==> src/rtl/rpu_pkg.sv <==
package rpu_pkg;

    parameter int unsigned NUM_REGIONS = 8;
    parameter int unsigned CODE_W      = 4;
    parameter int unsigned NARROW_W    = 2;
    parameter int unsigned BUS_W       = 32;

    localparam int unsigned REGION_IDX_W = $clog2(NUM_REGIONS);
    localparam int unsigned WIDE_BITS    = NUM_REGIONS * CODE_W;
    localparam int unsigned NARROW_BITS  = NUM_REGIONS * NARROW_W;

    typedef enum logic [1:0] {
        VIEW_D_NARROW = 2'd0,
        VIEW_I_NARROW = 2'd1,
        VIEW_D_WIDE   = 2'd2,
        VIEW_I_WIDE   = 2'd3
    } view_e;

    typedef logic [CODE_W-1:0] code_t;

    typedef struct packed {
        logic priv_rd;
        logic priv_wr;
        logic usr_rd;
        logic usr_wr;
    } perm_t;

    function automatic logic view_is_wide(view_e v);
        return v[1];
    endfunction

    function automatic logic view_is_instr(view_e v);
        return v[0];
    endfunction

    // Undefined codes fall to the default branch and grant nothing.
    function automatic perm_t decode_code(code_t c);
        perm_t p;
        p = '0;
        case (c)
            4'b0001: p = '{priv_rd: 1'b1, priv_wr: 1'b1, usr_rd: 1'b0, usr_wr: 1'b0};
            4'b0010: p = '{priv_rd: 1'b1, priv_wr: 1'b1, usr_rd: 1'b1, usr_wr: 1'b0};
            4'b0011: p = '{priv_rd: 1'b1, priv_wr: 1'b1, usr_rd: 1'b1, usr_wr: 1'b1};
            4'b0101: p = '{priv_rd: 1'b1, priv_wr: 1'b0, usr_rd: 1'b0, usr_wr: 1'b0};
            4'b0110: p = '{priv_rd: 1'b1, priv_wr: 1'b0, usr_rd: 1'b1, usr_wr: 1'b0};
            default: p = '0;
        endcase
        return p;
    endfunction

endpackage

==> src/rtl/rpu_bank.sv <==
module rpu_bank
    import rpu_pkg::*;
(
    input  logic                 clk,
    input  logic                 rst,
    input  logic                 wr_en,
    input  logic                 wide,
    input  logic [BUS_W-1:0]     wdata,
    output logic [WIDE_BITS-1:0] codes
);

    for (genvar n = 0; n < NUM_REGIONS; n++) begin : g_region
        code_t code_q;

        always_ff @(posedge clk) begin
            if (rst) begin
                code_q <= '0;
            end else if (wr_en) begin
                if (wide) begin
                    code_q <= wdata[n*CODE_W +: CODE_W];
                end else begin
                    code_q <= code_t'(wdata[n*NARROW_W +: NARROW_W]);
                end
            end
        end

        assign codes[n*CODE_W +: CODE_W] = code_q;
    end

endmodule

==> src/rtl/rpu_readmux.sv <==
module rpu_readmux
    import rpu_pkg::*;
(
    input  logic [WIDE_BITS-1:0] d_codes,
    input  logic [WIDE_BITS-1:0] i_codes,
    input  view_e                view,
    output logic [BUS_W-1:0]     rdata
);

    logic [WIDE_BITS-1:0]   side_codes;
    logic [NARROW_BITS-1:0] packed_low;

    assign side_codes = view_is_instr(view) ? i_codes : d_codes;

    for (genvar n = 0; n < NUM_REGIONS; n++) begin : g_pack
        assign packed_low[n*NARROW_W +: NARROW_W] = side_codes[n*CODE_W +: NARROW_W];
    end

    always_comb begin
        if (view_is_wide(view)) begin
            rdata = BUS_W'(side_codes);
        end else begin
            rdata = BUS_W'(packed_low);
        end
    end

endmodule

==> src/rtl/rpu_access_check.sv <==
module rpu_access_check
    import rpu_pkg::*;
(
    input  logic [WIDE_BITS-1:0]    d_codes,
    input  logic [WIDE_BITS-1:0]    i_codes,
    input  logic [REGION_IDX_W-1:0] region,
    input  logic                    instr,
    input  logic                    priv,
    input  logic                    write,
    input  logic                    prot_en,
    output logic                    allow
);

    code_t code;
    perm_t perm;
    logic  granted;

    always_comb begin
        if (instr) begin
            code = i_codes[region*CODE_W +: CODE_W];
        end else begin
            code = d_codes[region*CODE_W +: CODE_W];
        end
        perm = decode_code(code);
        case ({priv, write})
            2'b11:   granted = perm.priv_wr;
            2'b10:   granted = perm.priv_rd;
            2'b01:   granted = perm.usr_wr;
            default: granted = perm.usr_rd;
        endcase
        allow = !prot_en || granted;
    end

endmodule

==> src/rtl/region_perm_unit.sv <==
module region_perm_unit
    import rpu_pkg::*;
(
    input  logic                    clk,
    input  logic                    rst,
    input  logic                    reg_we,
    input  logic [1:0]              reg_view,
    input  logic [BUS_W-1:0]        reg_wdata,
    output logic [BUS_W-1:0]        reg_rdata,
    input  logic                    prot_en,
    input  logic [REGION_IDX_W-1:0] q_region,
    input  logic                    q_instr,
    input  logic                    q_priv,
    input  logic                    q_write,
    output logic                    q_allow
);

    view_e                view;
    logic [WIDE_BITS-1:0] d_codes;
    logic [WIDE_BITS-1:0] i_codes;
    logic                 d_we;
    logic                 i_we;

    assign view = view_e'(reg_view);
    assign d_we = reg_we && !view_is_instr(view);
    assign i_we = reg_we &&  view_is_instr(view);

    rpu_bank i_dbank (
        .clk   (clk),
        .rst   (rst),
        .wr_en (d_we),
        .wide  (view_is_wide(view)),
        .wdata (reg_wdata),
        .codes (d_codes)
    );

    rpu_bank i_ibank (
        .clk   (clk),
        .rst   (rst),
        .wr_en (i_we),
        .wide  (view_is_wide(view)),
        .wdata (reg_wdata),
        .codes (i_codes)
    );

    rpu_readmux i_rmux (
        .d_codes (d_codes),
        .i_codes (i_codes),
        .view    (view),
        .rdata   (reg_rdata)
    );

    rpu_access_check i_chk (
        .d_codes (d_codes),
        .i_codes (i_codes),
        .region  (q_region),
        .instr   (q_instr),
        .priv    (q_priv),
        .write   (q_write),
        .prot_en (prot_en),
        .allow   (q_allow)
    );

endmodule

==> config.mk <==
export PLATFORM = sky130hd
export DESIGN_NAME = region_perm_unit
export DESIGN_NICKNAME = d
export VERILOG_FILES = /design/src/rtl/rpu_pkg.sv /design/src/rtl/rpu_bank.sv /design/src/rtl/rpu_readmux.sv /design/src/rtl/rpu_access_check.sv /design/src/rtl/region_perm_unit.sv
export SDC_FILE = /design/constraint.sdc
export NUM_CORES = 1
export LEC_CHECK = 0
export BUFFER_PORTS_ARGS = -buffer_cell sky130_fd_sc_hd__buf_2
export CELL_PAD_IN_SITES_DETAIL_PLACEMENT = 0
export CELL_PAD_IN_SITES_GLOBAL_PLACEMENT = 1
export CORE_UTILIZATION = 46
export DETAILED_ROUTE_END_ITERATION = 8
export HOLD_SLACK_MARGIN = 0.02
export PLACE_DENSITY_LB_ADDON = 0.08
export RECOVER_POWER = 50
export SKIP_LAST_GASP = 1
export SYNTH_ARGS = -nofsm -noshare
export SYNTH_HDL_FRONTEND = slang
export SYNTH_HIERARCHICAL = 1
export SYNTH_SLANG_ARGS = --single-unit
export TNS_END_PERCENT = 10
==> constraint.sdc <==
create_clock -name clk -period 3.9 [get_ports clk]
set_input_delay 0.39 -clock clk [delete_from_list [all_inputs] [get_ports clk]]
set_output_delay 0.39 -clock clk [all_outputs]
set_load 0.05 [all_outputs]
==> results of run 1 <==
==> layout make-up <==
| type | instances | area [um2] |
|---|---|---|
| Clock inverter | 3 | 40.0 |
| Clock buffer | 13 | 159 |
| Inverter | 1 | 3.75 |
| Tap cell | 105 | 131 |
| Multi-Input combinational cell | 297 | 2340 |
| Fill cell | 797 | 3800 |
| Timing Repair Buffer | 80 | 418 |
| Sequential cell | 64 | 1280 |
==> cell usage in the layout (no fill, tap or decap), drive strengths merged <==
master / n
o31ai: 1
a2bb2oi: 1
a21o: 1
nand2b: 32
nand4: 1
clkinv: 2
buf: 78
a22oi: 2
nor2b: 19
bufinv: 1
and2b: 1
a221oi: 1
a21oi: 32
clkbuf: 15
nand3: 33
mux2: 6
dfxtp: 64
mux2i: 81
nand2: 2
a211o: 1
mux4: 15
inv: 1
a311oi: 2
and2: 2
a211oi: 29
a31o: 1
a31oi: 1
nor2: 33
==> flip-flops by register name, indices dropped and copies added (netlist names) <==
register                 flops
i_dbank/g_region.code_q     32
i_ibank/g_region.code_q     32
==> cells in the mapped netlist <==
library cell and instances:
clkbuf_1 13, nand4_1 1, mux4_2 11, a221oi_1 1, nor2b_1 19, mux2i_1 81, o31ai_2 1, buf_8 2
a22oi_1 2, buf_6 5, a31o_2 1, and2_2 1, a211oi_1 29, nand2b_1 32, inv_1 1, a311oi_1 2
mux4_1 4, a21o_1 1, dfxtp_1 64, buf_2 15, a21oi_1 32, and2_1 1, a31oi_1 1, mux2_2 6
nand3_1 33, buf_4 3, a211o_1 1, nor2_1 33, a2bb2oi_1 1, nand2_1 2, clkbuf_2 1, and2b_2 1
==> where the power goes <==
part           switching [mW]  internal [mW]
Combinational           0.210          0.129
Clock                   0.250          0.329
Sequential             0.0305          0.685
Total                   0.491           1.14
==> metrics by stage <==
| step | std cells | hold slack [ns] | cell area, um2 | setup WS (ns) | utilization (%) |
|---|---|---|---|---|---|
| global placement | 547 | 0.469 | 4190 | 0.924 | 51.2 |
| detailed placement | 547 | 0.475 | 4190 | 0.893 | 51.2 |
| global route | 563 | 0.320 | 4380 | 0.526 | 53.6 |
| CTS | 563 | 0.303 | 4390 | 0.889 | 53.7 |
| floorplan | 401 | 0.451 | 3870 | 1.02 | - |
| finish | 563 | 0.307 | 4380 | 0.854 | 53.6 |
==> per-layer routing <==
metal	vias up	wire, um
met1	1515	4790
met4	0	30
met5	-	0
met3	2	406
li1	1579	-
met2	69	4590
==> cell families (layout without fill, tap and decap cells) <==
logic type             after synthesis  in the layout
AO/OA/AOI/OAI                       72             72
buffers and inverters               40             97
flip-flops                          64             64
multiplexers                       102            102
AND/OR/NAND/NOR                    123            123
==> tightest hold or removal path, cell delays in order <==
cell	delay, ns
buf_2	0.09
mux2i_1	0.06
nor2_1	0.07
==> worst paths after layout <==
check	from	end	depth (start not counted)
max	reg_view[0]	i_ibank/g_region[1].code_q[3]	5
min	reg_wdata[1]	i_dbank/g_region[0].code_q[1]	3
max reg2reg	i_dbank/g_region[5].code_q[1]	i_dbank/g_region[5].code_q[1]	2
min reg2reg	i_ibank/g_region[0].code_q[2]	i_ibank/g_region[0].code_q[2]	2
==> metrics.md, run 1 <==
| Metric | Value |
|---|---|
| Vias in the first global route | ~3.0k |
| Simple logic cell fraction of the synthesized area | between 10% and 20% |
| Setup-failing EPs final | 0 |
| Number of setup buffers added after CTS | 0 |
| Post-Synthesis Mean Instance Area | 9.65 um2 |
| Row Count | 33 |
| First-pass GRT wire length | 15600 um |
| Placed wire-length estimate | 6780 um |
| Setup CP Type | primary input to flip-flop |
| Global routing's busiest layer | met2 |
| Post-DRT Antenna Nets | 0 |
| Initial DRC count | 125 |
| Post-synthesis sequential area ratio | 33.1% |
| WP data arrival | about 3.3 ns |
| Final setup TNS | 0 ns |
| Crit path max-delay family | buffers and inverters |
| H-tree depth | 3 |
| Routed WL | between 9000 and 10000 um |
| Number of port buffers | between 70 and 80 |
| Proportion of layout cells with a drive suffix above 1 | approximately a quarter |
| Diodes inserted | 0 |
| Pwr Total | between 1.5 and 2 mW |
| Post-CTS resize count | 0 |
| Clock sinks | 64 |
| TritonCTS clock tree | built |
| Mux share of post-synthesis cell area | about a third |
| CP startpoint kind | primary input |
| Via count | approximately 3.2k |
| Data required, critical path | around 4.2 ns |
| YS warnings | 6 |
| Worst hold path class | primary input to flip-flop |
| CTS Hold Buffers Added | 0 |
| Initial antenna violation count | 0 |
| Worst slew pin tran | 1.98 ns |
| Root buffer cell | clkbuf_8 |
| Cell Pwr Density | ~370 mW/mm2 |
| Failing checks | capacitance limit, slew limit |
| Drt wl/cell | approximately 17 um |
| Fin nets | 497 |
| CP max stage cell | and2_0 |
| Final Max Slew Viols | 63 |
| Synth area leaders | dfxtp_1, mux2i_1, mux4_2, a211oi_1, nand2b_1 |
| Clock buffer depth | 2 |
| DIE WIDTH | 93.7 um |
| Final Wtd Congestion | approximately 0.9 |
| Pleak | roughly 1.8 nW |
| GR Overflow Total | 0 |
| Distinct cells, synth | 32 |
| IO Count | 77 |
| M1 GR Usage | between 30 and 40% |
| Max-Cap Viols | 1 |
| Clock Latency Late Sink | 0.33 ns |
| Core area | approximately 0.008 mm2 |
| CTS Buf Count | 9 |
| Peak supply drop | 180 uV |
| Mapped Cells | 401 |
| Pre-antenna DRT Iters | 4 |
| Largest family of logic cells by synthesized area | multiplexers |
| Final Hold Violating Endpoints | 0 |
| CP Capture Type | flip-flop |
| Avg Vias per Cell | between 5 and 6 |
| Post-route DRC | 0 |
| Clock-pin slew of the registers on the worst-case setup and hold paths | around 0.070 ns |
| Post-synth top area cell | dfxtp_1 |
| Tcrit/Tclk final | roughly four fifths |
| Die height | approximately 94 um |
| RSZ-0062 raised after global routing | false |
| Starting Density | a little under half |
| Max frequency | about 330 MHz |
| Synth Area in Adders | 0% |
| Overall Global Routing Usage | 23.6% |
| Worst path max stage delay | 0.90 ns |
| Tmin final | approximately 3.0 ns |
| Worst rel slew slack | -31.8% |
| Post-Syn Nets | between 400 and 500 |
| GRT met3 Usage | between 3 and 4% |
| R2R setup slack | 3.06 ns |
| Compound-cell area share of the yosys netlist | about an eighth |
| Critical-path cell list | buf_2 > and2_0 > clkbuf_1 > nand3_1 > a21oi_1 |
| CP Max Fanout | 34 |
| Clk_skew | 0 ns |
| Area grow syn2layout | 13.1% |
| Buf+Inv Stages, Crit Path | 2 |
| Post-Syn Area | slightly below 0.004 mm2 |
| Xor-xnor portion of the synthesized cell area | 0% |
| Grt met2 use | 36.5% |
| Status | finished, violations left |
| Synth top area share | 33.1% |
| Die area | roughly 0.0088 mm2 |
| Largest net degree at the start of global routing | 65 |
| Yosys reg bits | between 60 and 70 |
Power figures use the tool's default switching activity.
==> inputs of run 2 (changes only) <==
--- a/config.mk
+++ b/config.mk
@@ -8,7 +8,7 @@
 export BUFFER_PORTS_ARGS = -buffer_cell sky130_fd_sc_hd__buf_2
 export CELL_PAD_IN_SITES_DETAIL_PLACEMENT = 0
 export CELL_PAD_IN_SITES_GLOBAL_PLACEMENT = 1
-export CORE_UTILIZATION = 46
+export CORE_UTILIZATION = 38
 export DETAILED_ROUTE_END_ITERATION = 8
 export HOLD_SLACK_MARGIN = 0.02
 export PLACE_DENSITY_LB_ADDON = 0.08
==> constraint.sdc (replaced) <==
create_clock -name clk -period 2.5 [get_ports clk]
set_input_delay 0.25 -clock clk [delete_from_list [all_inputs] [get_ports clk]]
set_output_delay 0.25 -clock clk [all_outputs]
set_load 0.05 [all_outputs]
==> metrics.md, run 2 (synthesized netlist as in run 1, its figures left out) <==
| Metric | Value |
|---|---|
| CTS Buf Count | 9 (unchanged) |
| Most common cell after layout, fill and taps aside | mux2i_1 (unchanged) |
| IO Count | 77 (unchanged) |
| Fin nets | 514 (was 497) |
| Area grow syn2layout | 17.0% (was 13.1%) |
| Fin Hold WS | 0.176 ns (was 0.307 ns) |
| R2R setup slack | 1.65 ns (was 3.06 ns) |
| Worst r2r path cells | 3 (was 2) |
| Worst path max stage delay | 0.50 ns (was 0.90 ns) |
| R2r startpoint | i_dbank/g_region[1].code_q[1] (was i_dbank/g_region[5].code_q[1]) |
| Clock sinks | 64 (unchanged) |
| Reg power frac | 44.6% (was 43.8%) |
| Status | finished, violations left (unchanged) |
| CTS Hold Buffers Added | 0 (unchanged) |
| Crit path max-delay family | multiplexers (was buffers and inverters) |
| Pleak | 1.91 nW (was 1.84 nW) |
| Die area | 0.0106 mm2 (was 0.00878 mm2) |
| Initial DRC count | 132 (was 125) |
| Footprint of the multi-input gates | 0.00235 mm2 (was 0.00234 mm2) |
| Buf+Inv Stages, Crit Path | 1 (was 2) |
| Overall Global Routing Usage | 20.1% (was 23.6%) |
| Number of port buffers | 76 (unchanged) |
| Placed insts | 590 (was 547) |
| Proportion of layout cells with a drive suffix above 1 | 29.2% (was 24.2%) |
| Via count | 3214 (was 3165) |
| DIE WIDTH | 103 um (was 93.7 um) |
| Max frequency | a little under 400 MHz |
| Clock share of power | 32.6% (was 35.4%) |
| Pre-antenna DRT Iters | 4 (unchanged) |
| Die height | 103 um (was 93.7 um) |
| Tcrit/Tclk final | 102% |
| H-tree depth | 3 (unchanged) |
| First-pass GRT wire length | 16000 um (was 15600 um) |
| CP startpoint kind | flip-flop (was primary input) |
| Regs by FF count | i_dbank/g_region.code_q x32, i_ibank/g_region.code_q x32 (unchanged) |
| Hold Crit Start | reg_wdata[1] (unchanged) |
| RR Endpoint | i_dbank/g_region[1].code_q[1] (was i_dbank/g_region[5].code_q[1]) |
| Routed WL | 10300 um (was 9820 um) |
| Row Count | 36 (was 33) |
| Post-DRT Antenna Nets | 0 (unchanged) |
| Reg area | 0.00129 mm2 (was 0.00128 mm2) |
| Fillers | 1033 (was 797) |
| Sw Ratio | 30.8% (was 30.1%) |
| Tmin final | ~2.6 ns |
| Worst rel slew slack | 19.2% (was -31.8%) |
| Non-filler cells in the finished layout | 606 (was 563) |
| Final core utilization | 46.1% (was 53.6%) |
| Peak supply drop | 266 uV (was 180 uV) |
| Logic pwr share | 22.7% (was 20.8%) |
| Placed wire-length estimate | 6890 um (was 6780 um) |
| Initial antenna violation count | 0 (unchanged) |
| Diodes inserted | 0 (unchanged) |
| Post-route DRC | 0 (unchanged) |
| Clock buffer depth | 2 (unchanged) |
| Worst Setup Slack, final | -0.0506 ns (was 0.854 ns) |
| Setup CP Type | flip-flop to primary output (was primary input to flip-flop) |
| Clock Latency Late Sink | 0.33 ns (about the same) |
| Hold Path Sink | i_ibank/g_region[0].code_q[1] (was i_dbank/g_region[0].code_q[1]) |
| Worst slew pin tran | 1.21 ns (was 1.98 ns) |
| Final Hold Violating Endpoints | 0 (unchanged) |
| CP max stage cell | mux4_2 (was and2_0) |
| Crit-path most repeated cell | mux4_2 |
| WP data arrival | 2.30 ns (was 3.31 ns) |
| Clk_skew | 0 ns (unchanged) |
| Max-Cap Viols | 0 (was 1) |
| Failing checks | setup timing (was capacitance limit, slew limit) |
| Largest net degree at the start of global routing | 65 (unchanged) |
| Hold Path Cell Cnt | 3 (unchanged) |
| Int Pwr | 1.72 mW (was 1.14 mW) |
| Final Max Slew Viols | 0 (was 63) |
| Critical-path cell list | mux4_2 > mux4_2 > a211o_1 > o31ai_4 > buf_6 (was buf_2 > and2_0 > clkbuf_1 > nand3_1 > a21oi_1) |
| Setup-failing EPs final | 1 (was 0) |
| TritonCTS clock tree | built (unchanged) |
| Data required, critical path | 2.25 ns (was 4.16 ns) |
| CP Max Fanout | 2 (was 34) |
| Core area | 0.00982 mm2 (was 0.00818 mm2) |
| Worst hold path class | primary input to flip-flop (unchanged) |
| Final Wtd Congestion | 0.745 (was 0.889) |
| Most frequent cells in the layout | mux2i_1, buf_2, dfxtp_1, nand3_1, nor2_1 (unchanged) |
| RSZ-0062 raised after global routing | true (was false) |
| Starting Density | 39.4% (was 47.3%) |
| GR Overflow Total | 0 (unchanged) |
| Switching Power | 768 uW (was 491 uW) |
| CP Capture Type | primary output (was flip-flop) |
| Avg Vias per Cell | 5.30 (was 5.62) |
| Root buffer cell | clkbuf_8 (unchanged) |
| Drt wl/cell | 17.0 um (was 17.4 um) |
| Cell Pwr Density | 550 mW/mm2 (was 373 mW/mm2) |
| DP Worst Slack | -0.0483 ns (was 0.893 ns) |
| Vias in the first global route | 2960 (was 2962) |
| Clock-pin slew of the registers on the worst-case setup and hold paths | 0.06 ns (was 0.07 ns) |
run 2: cell types whose count changed in the layout (fill, tap and decap cells not counted), moves of 2 or more:
cell | previous run | this run
buf_4 | 2 | 19
dfxtp_1 | 64 | 58
dfxtp_2 | 0 | 6
clkbuf_1 | 4 | 2
clkbuf_4 | 0 | 2
clkinv_2 | 2 | 0
mux4_1 | 4 | 2
mux4_2 | 11 | 13
run 2: stage by stage:
step                power (mW)  instance area (um2)  setup TNS [ns]
floorplan                 1.54                 3880               0
global placement          1.70                 4370        -0.00518
detailed placement        1.70                 4370         -0.0483
CTS                       2.52                 4570          -0.115
global route              2.61                 4530          -0.117
finish                    2.49                 4530         -0.0506
run 2: power by group through the flow:
stage / clock network (mW) / registers [mW] / logic (mW)
after global routing: 0.875 / 1.12 / 0.612
final: 0.813 / 1.11 / 0.566
after detailed placement: 0 / 1.13 / 0.567
after floorplan: 0 / 1.12 / 0.421
after CTS: 0.840 / 1.11 / 0.573
after global placement: 0 / 1.14 / 0.561
run 2: timing repair:
item                                    in CTS  in global routing
buffers inserted                             2                  0
gates resized for setup                      8                  3
pin swaps                                    2                  1
endpoints found under the setup margin       1                  1
run 2: how the worst max path moves through the flow:
stage	cells past startpoint	slack (ns)	from	endpoint
detailed placement	6	-0.05	q_instr	q_allow
global route	5	-0.12	i_dbank/g_region[3].code_q[3]	q_allow
finish	5	-0.05	i_dbank/g_region[7].code_q[3]	q_allow
global placement	6	-0.005	q_instr	q_allow
CTS	5	-0.12	i_ibank/g_region[7].code_q[3]	q_allow
floorplan	5	0.13	q_instr	q_allow
run 2: worst reg2reg max path: cells and delay by family, from the launching register on:
kind	cells	cell delay [ns]
buf+inv	1	0.13
compound gates	1	0.24
simple gates	1	0.04
flops	1	0.35
run 2: final cells by class:
class,instances,share of cell area (%)
multi-input cells,297,52.0
flip-flops and latches,64,28.5
repair buffers,97,12.0
clock buffers,14,3.81
well taps,133,3.67
inverters,1,0.0829
run 2: routing by layer:
layer | vias up | wire, um | track usage (%)
met4 | 0 | 107 | 6.18
met3 | 10 | 345 | 2.71
met2 | 63 | 4520 | 30.0
li1 | 1597 | - | -
met5 | - | 0 | 0
met1 | 1544 | 5310 | 30.1
==> inputs of run 3 (changes only) <==
--- a/config.mk
+++ b/config.mk
@@ -5,10 +5,11 @@
 export SDC_FILE = /design/constraint.sdc
 export NUM_CORES = 1
 export LEC_CHECK = 0
+export ABC_AREA = 1
 export BUFFER_PORTS_ARGS = -buffer_cell sky130_fd_sc_hd__buf_2
 export CELL_PAD_IN_SITES_DETAIL_PLACEMENT = 0
 export CELL_PAD_IN_SITES_GLOBAL_PLACEMENT = 1
-export CORE_UTILIZATION = 38
+export CORE_UTILIZATION = 34
 export DETAILED_ROUTE_END_ITERATION = 8
 export HOLD_SLACK_MARGIN = 0.02
 export PLACE_DENSITY_LB_ADDON = 0.08
==> metrics.md, run 3 <==
| Metric | Value |
|---|---|
| Status | complete, no violations (was finished, violations left) |
| Die height | 115 um (was 103 um) |
| WP data arrival | 2.30 ns (about the same) |
| Tmin final | 2.12 ns (was 2.55 ns) |
| RSZ-0062 raised after global routing | false (was true) |
| Most common cell after layout, fill and taps aside | nand2_1 (was mux2i_1) |
| Regs by FF count | i_dbank/g_region.code_q x32, i_ibank/g_region.code_q x32 (unchanged) |
| Area grow syn2layout | 14.0% (was 17.0%) |
| Number of port buffers | 76 (unchanged) |
| Tcrit/Tclk final | 84.9% (was 102%) |
| Final Max Slew Viols | 0 (unchanged) |
| CTS Buf Count | 9 (unchanged) |
| H-tree depth | 3 (unchanged) |
| Max frequency | 471 MHz (was 392 MHz) |
| Diodes inserted | 0 (unchanged) |
| Pleak | 2.50 nW (was 1.91 nW) |
| Largest family of logic cells by synthesized area | simple AND/OR/NAND/NOR gates (was multiplexers) |
| Initial antenna violation count | 0 (unchanged) |
| Overall Global Routing Usage | 23.8% (was 20.1%) |
| First-pass GRT wire length | 23700 um (was 16000 um) |
| Clock-pin slew of the registers on the worst-case setup and hold paths | 0.05 ns (was 0.06 ns) |
| Worst slew pin tran | 0.893 ns (was 1.21 ns) |
| Synth Flop Type | dfxtp_1 (unchanged) |
| Final setup TNS | 0 ns (was -0.0506 ns) |
| Synth top cells by count | nand2_1, nand3_1, inv_1, nor2_1, dfxtp_1 (was mux2i_1, dfxtp_1, nand3_1, nor2_1) |
| R2R setup slack | 1.70 ns (was 1.65 ns) |
| Post-Syn Nets | 802 (was 445) |
| Cell Pwr Density | 610 mW/mm2 (was 550 mW/mm2) |
| GR Overflow Total | 0 (unchanged) |
| Most common cell in the netlist | nand2_1 (was mux2i_1) |
| Routed WL | 14800 um (was 10300 um) |
| Xor-xnor portion of the synthesized cell area | 0% (unchanged) |
| Post-CTS resize count | 0 (was 8) |
| Setup CP Type | primary input to flip-flop (was flip-flop to primary output) |
| Mapped Cells | 758 (was 401) |
| Initial DRC count | 397 (was 132) |
| Fillers | 1436 (was 1033) |
| Placed insts | 966 (was 590) |
| Synth top area share | 29.7% (was 33.1%) |
| Most frequent cells in the layout | nand2_1, nand3_1, inv_1, nor2_1, buf_2 (was mux2i_1, buf_2, dfxtp_1, nand3_1, nor2_1) |
| Post-synth top area cell | dfxtp_1 (unchanged) |
| Drt wl/cell | 15.1 um (was 17.0 um) |
| Reg area | 0.00128 mm2 (was 0.00129 mm2) |
| Setup-failing EPs final | 0 (was 1) |
| Vias in the first global route | 4405 (was 2960) |
| Worst hold path class | primary input to flip-flop (unchanged) |
| Final Wtd Congestion | 0.888 (was 0.745) |
| Starting Density | 35.3% (was 39.4%) |
| Compound-cell area share of the yosys netlist | 7.13% (was 12.2%) |
| Post-Syn Area | 0.00432 mm2 (was 0.00387 mm2) |
| YS warnings | 6 (unchanged) |
| Max-Cap Viols | 0 (unchanged) |
| Post-synthesis sequential area ratio | 29.7% (was 33.1%) |
| Yosys reg bits | 64 (unchanged) |
| CP Capture Type | flip-flop (was primary output) |
| Simple logic cell fraction of the synthesized area | 46.3% (was 16.7%) |
| Final Hold Violating Endpoints | 0 (unchanged) |
| Worst rel slew slack | 40.3% (was 19.2%) |
| Distinct cells, synth | 21 (was 32) |
| Design Area, Final | 0.00492 mm2 (was 0.00453 mm2) |
| Avg Vias per Cell | 4.83 (was 5.30) |
| Largest net degree at the start of global routing | 85 (was 65) |
| Clock sinks | 64 (unchanged) |
| Via count | 4740 (was 3214) |
| Fin nets | 853 (was 514) |
| Root buffer cell | clkbuf_16 (was clkbuf_8) |
| Post-Synthesis Mean Instance Area | 5.69 um2 (was 9.65 um2) |
| Peak supply drop | 273 uV (was 266 uV) |
| Post-route DRC | 0 (unchanged) |
| Clock Latency Late Sink | 0.33 ns (about the same) |
| CTS Hold Buffers Added | 0 (unchanged) |
| Number of setup buffers added after CTS | 0 (was 2) |
| Non-filler cells in the finished layout | 982 (was 606) |
| CP startpoint kind | primary input (was flip-flop) |
| Data required, critical path | 2.68 ns (was 2.25 ns) |
| Core area | 0.0122 mm2 (was 0.00982 mm2) |
| Clock buffer depth | 2 (unchanged) |
| Placed inst area | 0.00465 mm2 (was 0.00437 mm2) |
| Pre-antenna DRT Iters | 5 (was 4) |
| Footprint of the multi-input gates | 0.00230 mm2 (was 0.00235 mm2) |
| CP Max Fanout | 18 (was 2) |
| Mux share of post-synthesis cell area | 0% (was 31.8%) |
| Final core utilization | 40.3% (was 46.1%) |
| Post-DRT Antenna Nets | 0 (unchanged) |
| Post-synth EDFFs | 0 (unchanged) |
| Placed wire-length estimate | 10600 um (was 6890 um) |
| IO Count | 77 (unchanged) |
| Synth Area in Adders | 0% (unchanged) |
| Synth area leaders | dfxtp_1, nand2_1, nand3_1, inv_1, nor2_1 (was dfxtp_1, mux2i_1, mux4_2, a211oi_1, nand2b_1) |
| Die area | 0.0131 mm2 (was 0.0106 mm2) |
| Asr flop ratio synth | 0% (unchanged) |
| TritonCTS clock tree | built (unchanged) |
| Row Count | 40 (was 36) |
| Proportion of layout cells with a drive suffix above 1 | 13.3% (was 29.2%) |
| Clk_skew | 0 ns (unchanged) |
| DIE WIDTH | 115 um (was 103 um) |
run 3: path summary, 6_finish.rpt:
| check | from | endpoint | cells after the start |
|---|---|---|---|
| worst min-delay path | reg_wdata[1] | i_ibank/g_region[0].code_q[1] | 3 |
| worst min register to register | i_dbank/g_region[1].code_q[2] | i_dbank/g_region[1].code_q[2] | 2 |
| worst max register to register | i_dbank/g_region[6].code_q[0] | i_dbank/g_region[6].code_q[0] | 4 |
| worst max-delay path | reg_view[0] | i_dbank/g_region[0].code_q[3] | 5 |
run 3: power breakdown:
| group | switching (mW) | total (mW) | internal [mW] |
|---|---|---|---|
| clock network | 0.499 | 1.20 | 0.701 |
| registers | 0.0535 | 1.12 | 1.07 |
| logic | 0.487 | 0.676 | 0.189 |
run 3: logic make-up after synthesis:
family / count (synthesis)
flip-flops: 64
AND/OR/NAND/NOR: 488
buffers and inverters: 147
AO/OA/AOI/OAI: 59
run 3: metal layers:
layer	routed length (um)	part of all wire (%)	global-route usage, %
met5	0	0	0
met4	260	1.8	7.01
met3	793	5.4	3.92
met2	6410	43	36.2
met1	7320	50	34.3
run 3: per-stage QoR:
step / power (mW) / hold slack (ns) / setup slack, ns
after global placement: 1.82 / 0.469 / 0.433
after global routing: 3.17 / 0.176 / 0.150
after CTS: 3.05 / 0.161 / 0.405
after detailed placement: 1.82 / 0.473 / 0.409
final: 3.00 / 0.177 / 0.378
after floorplan: 1.64 / 0.397 / 0.787
run 3: area by class of cell:
cell class                 count  share of cell area (%)
timing repair buffer          86                    9.44
clock buffer                  10                    4.86
inverter                     101                    7.71
sequential                    64                    26.0
multi-input combinational    547                    46.8
tap                          168                    4.27
clock inverter                 6                   0.890
run 3: critical path, stage by stage:
cell and delay, ns:
buf_2 0.19, nor2_1 0.71, clkinv_1 0.82, nand2_1 0.22
a21oi_1 0.09
